--- src/rtl/gpt_walk_pkg.sv ---
package gpt_walk_pkg;
  localparam int EXP_W = 6;
  localparam logic [3:0] L0_TYPE_BLOCK = 4'h1;
  localparam logic [3:0] L0_TYPE_TABLE = 4'h3;
  localparam logic [3:0] L1_CONT_TAG   = 4'h1;

  typedef enum logic [2:0] {
    ST_IDLE, ST_L0_REQ, ST_L0_WAIT, ST_L1_REQ, ST_L1_WAIT, ST_DONE
  } walk_state_e;

  function automatic logic [EXP_W-1:0] space_width(input logic [2:0] code);
    case (code)
      3'd0: return 6'd32;
      3'd1: return 6'd36;
      3'd2: return 6'd40;
      3'd3: return 6'd42;
      3'd4: return 6'd44;
      3'd5: return 6'd48;
      default: return 6'd52;
    endcase
  endfunction

  function automatic logic [4:0] granule_exp(input logic [1:0] code);
    case (code)
      2'b10: return 5'd14;
      2'b01: return 5'd16;
      default: return 5'd12;
    endcase
  endfunction
endpackage

--- src/rtl/gpt_cfg_decode.sv ---
module gpt_cfg_decode
  import gpt_walk_pkg::*;
(
  input  logic [2:0]       cfg_pps,
  input  logic [1:0]       cfg_pgs,
  input  logic [3:0]       cfg_l0sz,
  output logic [EXP_W-1:0] t_exp,
  output logic [EXP_W-1:0] s_exp,
  output logic [4:0]       p_exp,
  output logic             cfg_ok
);
  // non-monotonic granule code, space codes above 6 rejected
  assign t_exp  = space_width(cfg_pps);
  assign p_exp  = granule_exp(cfg_pgs);
  assign s_exp  = EXP_W'(cfg_l0sz) + EXP_W'(30);
  assign cfg_ok = (cfg_pps != 3'd7) && (cfg_pgs != 2'b11);
endmodule

--- src/rtl/gpt_desc_decode.sv ---
module gpt_desc_decode
  import gpt_walk_pkg::*;
#(
  parameter int PA_W = 52
) (
  input  logic [63:0]      desc,
  input  logic [PA_W-1:0]  pa,
  input  logic [EXP_W-1:0] s_exp,
  input  logic [4:0]       p_exp,
  output logic             l0_is_block,
  output logic             l0_is_table,
  output logic [3:0]       l0_gpi,
  output logic [PA_W-1:0]  l1_addr,
  output logic [3:0]       l1_gpi
);
  localparam int NIBBLES = 16;

  logic [3:0]  nib [NIBBLES];
  logic [3:0]  nib_sel;
  logic [63:0] pa_in_region;
  logic [63:0] l1_index;
  logic        is_contig;

  // level-0 type field
  assign l0_is_block = (desc[3:0] == L0_TYPE_BLOCK);
  assign l0_is_table = (desc[3:0] == L0_TYPE_TABLE);
  assign l0_gpi      = desc[7:4];

  // level-1 entry address from table pointer and PA[S-1:P+4]
  assign pa_in_region = 64'(pa) & ((64'd1 << s_exp) - 64'd1);
  assign l1_index     = pa_in_region >> (p_exp + 5'd4);
  assign l1_addr      = {desc[PA_W-1:12], 12'b0} + PA_W'(l1_index << 3);

  // granules entry as sixteen nibbles
  for (genvar g = 0; g < NIBBLES; g++) begin : g_nib
    assign nib[g] = desc[4*g+3:4*g];
  end
  assign nib_sel = 4'(64'(pa) >> p_exp);

  // contiguous entry needs tag 1 and a nonzero span
  assign is_contig = (desc[3:0] == L1_CONT_TAG) && (desc[9:8] != 2'b00);
  assign l1_gpi    = is_contig ? desc[7:4] : nib[nib_sel];
endmodule

--- src/rtl/gpt_walker.sv ---
module gpt_walker
  import gpt_walk_pkg::*;
#(
  parameter int PA_W = 52
) (
  input  logic            clk,
  input  logic            rst_n,
  input  logic [2:0]      cfg_pps,
  input  logic [1:0]      cfg_pgs,
  input  logic [3:0]      cfg_l0sz,
  input  logic [PA_W-1:0] cfg_l0_base,
  input  logic            req_valid,
  output logic            req_ready,
  input  logic [PA_W-1:0] req_pa,
  output logic            rsp_valid,
  output logic [3:0]      rsp_gpi,
  output logic            rsp_fault,
  output logic            mem_req_valid,
  input  logic            mem_req_ready,
  output logic [PA_W-1:0] mem_req_addr,
  input  logic            mem_rsp_valid,
  input  logic [63:0]     mem_rsp_data
);
  walk_state_e      state;
  logic [PA_W-1:0]  pa_q;
  logic [PA_W-1:0]  addr_q;
  logic [3:0]       gpi_q;
  logic             fault_q;

  logic [EXP_W-1:0] t_exp, s_exp;
  logic [4:0]       p_exp;
  logic             cfg_ok;
  logic             out_of_range;
  logic [PA_W-1:0]  l0_addr;
  logic             l0_is_block, l0_is_table;
  logic [3:0]       l0_gpi, l1_gpi;
  logic [PA_W-1:0]  l1_addr;
  logic             accept;

  gpt_cfg_decode u_cfg (
    .cfg_pps (cfg_pps),
    .cfg_pgs (cfg_pgs),
    .cfg_l0sz(cfg_l0sz),
    .t_exp   (t_exp),
    .s_exp   (s_exp),
    .p_exp   (p_exp),
    .cfg_ok  (cfg_ok)
  );

  gpt_desc_decode #(.PA_W(PA_W)) u_desc (
    .desc       (mem_rsp_data),
    .pa         (pa_q),
    .s_exp      (s_exp),
    .p_exp      (p_exp),
    .l0_is_block(l0_is_block),
    .l0_is_table(l0_is_table),
    .l0_gpi     (l0_gpi),
    .l1_addr    (l1_addr),
    .l1_gpi     (l1_gpi)
  );

  // any address bit at or above T
  assign out_of_range = ((64'(req_pa) >> t_exp) != 64'd0);
  // level-0 entry address
  assign l0_addr      = cfg_l0_base + PA_W'((64'(req_pa) >> s_exp) << 3);

  assign accept        = req_valid && req_ready;
  assign req_ready     = (state == ST_IDLE);
  assign rsp_valid     = (state == ST_DONE);
  assign rsp_gpi       = gpi_q;
  assign rsp_fault     = fault_q;
  assign mem_req_valid = (state == ST_L0_REQ) || (state == ST_L1_REQ);
  assign mem_req_addr  = addr_q;

  always_ff @(posedge clk) begin
    if (!rst_n) begin
      state   <= ST_IDLE;
      pa_q    <= '0;
      addr_q  <= '0;
      gpi_q   <= '0;
      fault_q <= 1'b0;
    end else begin
      case (state)
        ST_IDLE: if (accept) begin
          pa_q <= req_pa;
          if (!cfg_ok || out_of_range) begin
            gpi_q   <= '0;
            fault_q <= 1'b1;
            state   <= ST_DONE;
          end else begin
            addr_q <= l0_addr;
            state  <= ST_L0_REQ;
          end
        end
        ST_L0_REQ: if (mem_req_ready) state <= ST_L0_WAIT;
        ST_L0_WAIT: if (mem_rsp_valid) begin
          if (l0_is_block) begin
            gpi_q   <= l0_gpi;
            fault_q <= 1'b0;
            state   <= ST_DONE;
          end else if (l0_is_table) begin
            addr_q <= l1_addr;
            state  <= ST_L1_REQ;
          end else begin
            gpi_q   <= '0;
            fault_q <= 1'b1;
            state   <= ST_DONE;
          end
        end
        ST_L1_REQ: if (mem_req_ready) state <= ST_L1_WAIT;
        ST_L1_WAIT: if (mem_rsp_valid) begin
          gpi_q   <= l1_gpi;
          fault_q <= 1'b0;
          state   <= ST_DONE;
        end
        default: state <= ST_IDLE;
      endcase
    end
  end

  AST_ONE_WALK: assert property (@(posedge clk) disable iff (!rst_n)
    accept |=> !req_ready);
  AST_DONE_PULSE: assert property (@(posedge clk) disable iff (!rst_n)
    rsp_valid |=> (!rsp_valid && req_ready));
  AST_RANGE_FAULT: assert property (@(posedge clk) disable iff (!rst_n)
    (accept && out_of_range) |=> (rsp_valid && rsp_fault && !mem_req_valid));
  AST_BAD_TYPE: assert property (@(posedge clk) disable iff (!rst_n)
    (state == ST_L0_WAIT && mem_rsp_valid && !l0_is_block && !l0_is_table)
      |=> (rsp_valid && rsp_fault));
  AST_REQ_HOLD: assert property (@(posedge clk) disable iff (!rst_n)
    (mem_req_valid && !mem_req_ready) |=> (mem_req_valid && $stable(mem_req_addr)));
endmodule

--- config.mk ---
export PLATFORM = sky130hd
export DESIGN_NAME = gpt_walker
export DESIGN_NICKNAME = d
export VERILOG_FILES = /design/src/rtl/gpt_walk_pkg.sv /design/src/rtl/gpt_cfg_decode.sv /design/src/rtl/gpt_desc_decode.sv /design/src/rtl/gpt_walker.sv
export SDC_FILE = /design/constraint.sdc
export NUM_CORES = 1
export LEC_CHECK = 0
export BUFFER_PORTS_ARGS = -buffer_cell sky130_fd_sc_hd__buf_2
export CAP_MARGIN = 20
export CORE_ASPECT_RATIO = 1.2
export CORE_MARGIN = 8
export CORE_UTILIZATION = 61
export DETAILED_ROUTE_END_ITERATION = 10
export GPL_ROUTABILITY_DRIVEN = 0
export PLACE_DENSITY = 0.9
export SYNTH_ARGS = -nofsm -noshare
export SYNTH_HDL_FRONTEND = slang
export SYNTH_SLANG_ARGS = --single-unit
export TNS_END_PERCENT = 20
--- constraint.sdc ---
create_clock -name clk -period 11.95 [get_ports clk]
set_input_delay 0.5975 -clock clk [delete_from_list [all_inputs] [get_ports clk]]
set_output_delay 0.5975 -clock clk [all_outputs]
set_load 0.02 [all_outputs]
* Word-level counts from Yosys, hierarchy flattened
Index checks and enable logic that the tools add are counted.
** Operators by class
- Add/sub/neg operators :: 5
- Magnitude comparators :: 1
- Equal/unequal tests :: 26
- Shift operators :: 5
- Mux-type cells :: 35
- Bitwise gates (word level) :: 2
- Reductions and logical operators :: 16
** Operators by type and width (number)
- 2-to-1 mux 52 bit :: 5
- adder 52 bit :: 2
- case mux 52 bit (2 select lines) :: 1
- AND 52 x 64 -> 64 bit :: 1
- nonzero test 64 bit :: 1
- left shift 1 x 6 -> 64 bit (first input constant) :: 1
- >> shifter 52 x 6 -> 64 bit :: 1
- >> shifter 64 x 5 -> 49 bit :: 1
- subtractor 64 x 1 -> 64 bit (second input constant) :: 1
- >> shifter 52 x 5 -> 4 bit :: 1
- >> shifter 52 x 6 -> 49 bit :: 1
- 2-to-1 mux 4 bit :: 9
- case mux 5 bit (6 select lines) :: 1
- 2-to-1 mux 3 bit :: 8
- binary-select mux 4 bit (select 4 bit) :: 1
- inequality test 2 bit (second input constant) :: 8
- case mux 3 bit (5 select lines) :: 1
- equality test 3 x 2 -> 1 bit (second input constant) :: 4
- equality test 3 bit (second input constant) :: 4
- case mux 4 bit (3 select lines) :: 1
- AND reduction 6 bit :: 2
- case mux 5 bit (2 select lines) :: 1
- adder 4 x 5 -> 6 bit (second input constant) :: 1
- equality test 3 x 1 -> 1 bit (second input constant) :: 2
- 19 further kinds :: 31
** Word-level totals
- Flip-flop bits (word level) :: 112
- Bits of input ports :: 182
- Output and inout port bits :: 60
- Word-level logic and storage cells :: 95

* Depth between registers and ports, before layout
- Word-level depth :: 10
- Depth in mapped cells :: 22
- Depth with buffers taken out :: 19

* Cells and area by module
From an unflattened synthesis, not the netlist that was laid out.
** Second synthesis, totals
- Cells, all modules :: 2998
- Area, all modules :: 21018.9 um2
** By module, submodules not included
- gpt_walker :: times used 1, cells each 1809, area each 12627.1 um2
- gpt_desc_decode :: times used 1, cells each 1162, area each 8221.6 um2
- gpt_cfg_decode :: times used 1, cells each 27, area each 170.2 um2

* Worst setup path before layout
No wires, ideal clock.
- Kind :: input to register
- Start :: input port cfg_l0sz[1]
- End :: register addr_q[45] (netlist: mem_req_addr[45])
- Arrival :: 4731 ps
- Data required time :: 11823 ps
- Path slack :: 7093 ps
- Stages on the path :: 19
- Cells stage by stage :: buf_2 > inv_2 > clkbuf_1 > ha_1 > ha_1 > buf_1 > or2_2 > o21ai_0 > nand2b_1 > o22ai_1 > ha_1 > a211oi_1 > nor3_1 > o21ai_1 > nand4b_1 > a31o_2 > o41ai_1 > xor2_1 > a21oi_1
** On the way
- Word-level cells in the longest chain between the ends :: 10
- Elaborated cells between the ends (all ways) :: 14
- Those cells by class :: 4 x add/sub; 3 x shift; 6 x mux; 1 x bitwise
** RTL lines
- from (decl) :: RTL line gpt_walker.sv:10 : input logic [3:0] cfg_l0sz,
- adder 4 x 5 -> 6 bit * :: RTL line gpt_cfg_decode.sv:15 : assign s_exp = EXP_W'(cfg_l0sz) + EXP_W'(30);
- left shift 1 x 6 -> 64 bit :: RTL line gpt_desc_decode.sv:30 : assign pa_in_region = 64'(pa) & ((64'd1 << s_exp) - 64'd1);
- subtractor 64 x 1 -> 64 bit :: RTL line gpt_desc_decode.sv:30
- AND 52 x 64 -> 64 bit :: RTL line gpt_desc_decode.sv:30
- >> shifter 64 x 5 -> 49 bit :: RTL line gpt_desc_decode.sv:31 : assign l1_index = pa_in_region >> (p_exp + 5'd4);
- adder 52 bit :: RTL line gpt_desc_decode.sv:32 : assign l1_addr = {desc[PA_W-1:12], 12'b0} + PA_W'(l1_index << 3);
- 2-to-1 mux 52 bit :: RTL line gpt_walker.sv:101 : end else if (l0_is_table) begin
- 2-to-1 mux 52 bit :: RTL line gpt_walker.sv:97 : if (l0_is_block) begin
- 2-to-1 mux 52 bit :: RTL line gpt_walker.sv:96 : ST_L0_WAIT: if (mem_rsp_valid) begin
- case mux 52 bit (2 select lines) * :: RTL line gpt_walker.sv:83 : case (state)
- to (signal assigned) :: RTL line gpt_walker.sv:91 : addr_q <= l0_addr;
- to (signal assigned) :: RTL line gpt_walker.sv:102 : addr_q <= l1_addr;
- to (decl) :: RTL line gpt_walker.sv:26 : logic [PA_W-1:0] addr_q;
Every way passes the cells marked *; elsewhere a longest branch is shown, timed or not. The select of a mux whose other input is x is not followed.
A chain may end at the register's enable or synchronous reset.

* Final worst setup path
- Start :: input port cfg_l0sz[2]
- End :: register addr_q[45] (netlist: mem_req_addr[45])
Same word-level chain as after synthesis.

==> reports/metrics.cfg <==
[drt]
drtAntennaViolNets=0
post_drt_wl_per_cell_um=20.76
vias_per_cell=6.786
drc=0
dr.first_iter.drc_count=1664
wirelength_um=41430
vias=13540
first_pass_iters=7

[grt]
grt_util_all_layers_pct=34.17
grt_max_degree=73
grt_pass1_wl_um=64380
grt_pass1_vias=12750
antenna_found_initial=2
gr-total-overflow=0

[setup_path]
ff2ff_path_depth=13
path_class=input port to register
crit_start=cfg_l0sz[2]
rrSetupSlack_ps=8150
worstReg2RegStart=pa_q[26]
required_ps=12190
cp-endpoint=mem_req_addr[45]
cp.arrival_ps=6460
crit_fanout=25
critPathLaunchType=input port
endpoint_kind=register
worstReg2RegEnd=mem_req_addr[45]

[synthesis]
synth-xor-area-share_pct=4.324
synth_compound_area_share_pct=33.83
synth_edf_count=0
yosysWarnings=0
synth-seq-cells=100
synthFlopType=dfxtp_1
syn_inst=1617
async_reset_ff_share_pct=0
synthSimpleGateAreaFrac_pct=24.62
avgSynthCellArea_um2=7.033
synth.mux.area_fraction_pct=7.019
yosysUniqueCellTypes=90
syn_area_mm2=0.01137
synth-seq-area-share_pct=17.60
synth-adder-area-share_pct=7.284
synth_top_family_by_area=compound AO/OA/AOI/OAI gates

[clocking]
cts_resized=0
insertion_delay_ps=370
clock_sinks=100
clockRootBuffer=clkbuf_16
clockBufferDepth=2
numCtsBuffers=9
cts_setup_buffers=0
clk_pin_slew_ps=80
ctsHtreeMaxLevel=3
cts_hold_buf=0
cts_tree=done

[final_layout]
syn2layout_area_growth_pct=11.97
final_cell_mix=nand2_1, buf_2, a21oi_1
regArea_mm2=0.002002
diodes=0
nFillCells=1537
layout_commonest_cell=nand2_1
drive_above_1_share_pct=18.29
layout.nets=2013
multi_input_area_mm2=0.008822

[power_and_ir_drop]
p_seq_share_pct=28.8
leakage_nw=5.619
power_frac_comb_pct=50.5
swShare_pct=44.75
internal-power_mw=0.8020
switchingPower_mw=0.6497
irDropWorstVdd_mv=0.07774
p_per_area_mw_per_mm2=114.0
clock_power_share_pct=20.6
power_mw=1.452

[timing]
report.final.slew_viol_count=0
grt_setup_unrepaired=no
period_share_pct=52.03
fmax_ghz=0.1608
finalSetupViolations=0
worst_pin_slew_ps=1128
relSlewSlack_pct=22.86
hold_viol=0
period_minus_slack_ps=6218
fin_ws_ps=5732
final.setup.tns_ps=0
clock_skew_ps=12.31

[placed_design]
dp_hpwl_um=31420
io_buffers=229
dp_slack_ps=5594

[worst_hold_path]
holdCritPathClass=register to register

[floorplanning]
row_count=54
start_util_pct=62.34
ioPinCount=242
dieArea_mm2=0.02329
fp.dieW_um=140.6
core_region_area_mm2=0.01824
die_y_um=165.6

[run_status]
run_status=finished clean

[flow_run]
maxCapViolCount=0

## cells by family (layout without fill, tap and decap cells)
family,Yosys count,count (layout)
and+or+nand+nor,602,602
DFF,100,100
AOI/OAI and AO/OA,584,584
xor gates and xnor gates,54,54
buffers and inverters,139,282
adders and majority gates,65,65
muxes,72,72
other,1,12
## final cells by class
class / count / area share (%)
Sequential cell: 100 / 15.72
Clock inverter: 5 / 0.3341
Multi-Input combinational cell: 1389 / 69.28
Tap cell: 224 / 2.201
Inverter: 26 / 0.7664
Clock buffer: 11 / 1.985
Timing Repair Buffer: 240 / 9.708
## power by group through the flow
stage          combinational, mW  clock (mW)  sequential, mW
3_3_place_gp               0.683           0           0.422
6_report                   0.734       0.300           0.418
5_1_grt                    0.794       0.318           0.422
2_1_floorplan              0.514           0           0.420
4_1_cts                    0.704       0.301           0.416
3_5_place_dp               0.699           0           0.423
## flip-flops by register name, summed over array words and instances, names as in the netlist
name / count
state: 3
rsp_gpi: 4
pa_q: 40
rsp_fault: 1
mem_req_addr: 52
## synthesized netlist by cell type (all sizes together) (39+ instances only)
| library cell | number | area (um^2) |
|---|---|---|
| nand3 | 54 | 270.3 |
| clkbuf | 78 | 294.0 |
| a21o | 42 | 315.3 |
| ha | 63 | 788.3 |
| a21oi | 178 | 898.4 |
| nor3 | 48 | 245.2 |
| nor2 | 127 | 476.7 |
| xnor2 | 39 | 341.6 |
| o21ai | 106 | 534.3 |
| mux2i | 46 | 460.4 |
| dfxtp | 100 | 2002 |
| nand2 | 231 | 869.6 |
## worst min path at each step
stage | slack, ps | depth (start not counted) | start | end
5_1_grt | 460 | 3 | req_pa[25] | pa_q[25]
3_3_place_gp | 440 | 2 | mem_req_addr[1] | mem_req_addr[1]
4_1_cts | 450 | 2 | mem_req_addr[0] | mem_req_addr[0]
2_1_floorplan | 430 | 2 | pa_q[31] | pa_q[31]
6_report | 450 | 2 | mem_req_addr[0] | mem_req_addr[0]
3_5_place_dp | 440 | 2 | mem_req_addr[0] | mem_req_addr[0]
## per-layer routing
metal  GRT usage [%]  vias up  routed length, um
met5               0        -                 26
met1           37.20     6059              14520
met3           8.858      257               4473
li1                -     6311                  -
met2           55.46      908              18710
met4           28.86        4               3697
## metrics by stage
step	hold WS [ps]	instances	cell area, um^2	utilization (%)
after floorplan	431.8	1628	11410	-
after global placement	436.7	1977	12420	68.06
after detailed placement	444.2	1977	12420	68.06
after CTS	452.1	1993	12710	69.68
after global routing	464.2	1995	12730	69.80
final	451.5	1995	12730	69.80
## critical path: stages
cell	delay, ps
buf_2	260
clkinv_1	640
ha_1	460
ha_1	440
or2_2	370
o21ai_0	530
nand2b_1	220
o22ai_1	330
ha_1	320
a211oi_1	410
nor3_1	170
o21ai_1	300
nand4b_1	260
a31o_2	310
o41ai_1	430
xor2_1	290
a21oi_1	100
No activity file was read; power rests on OpenSTA's default activity.
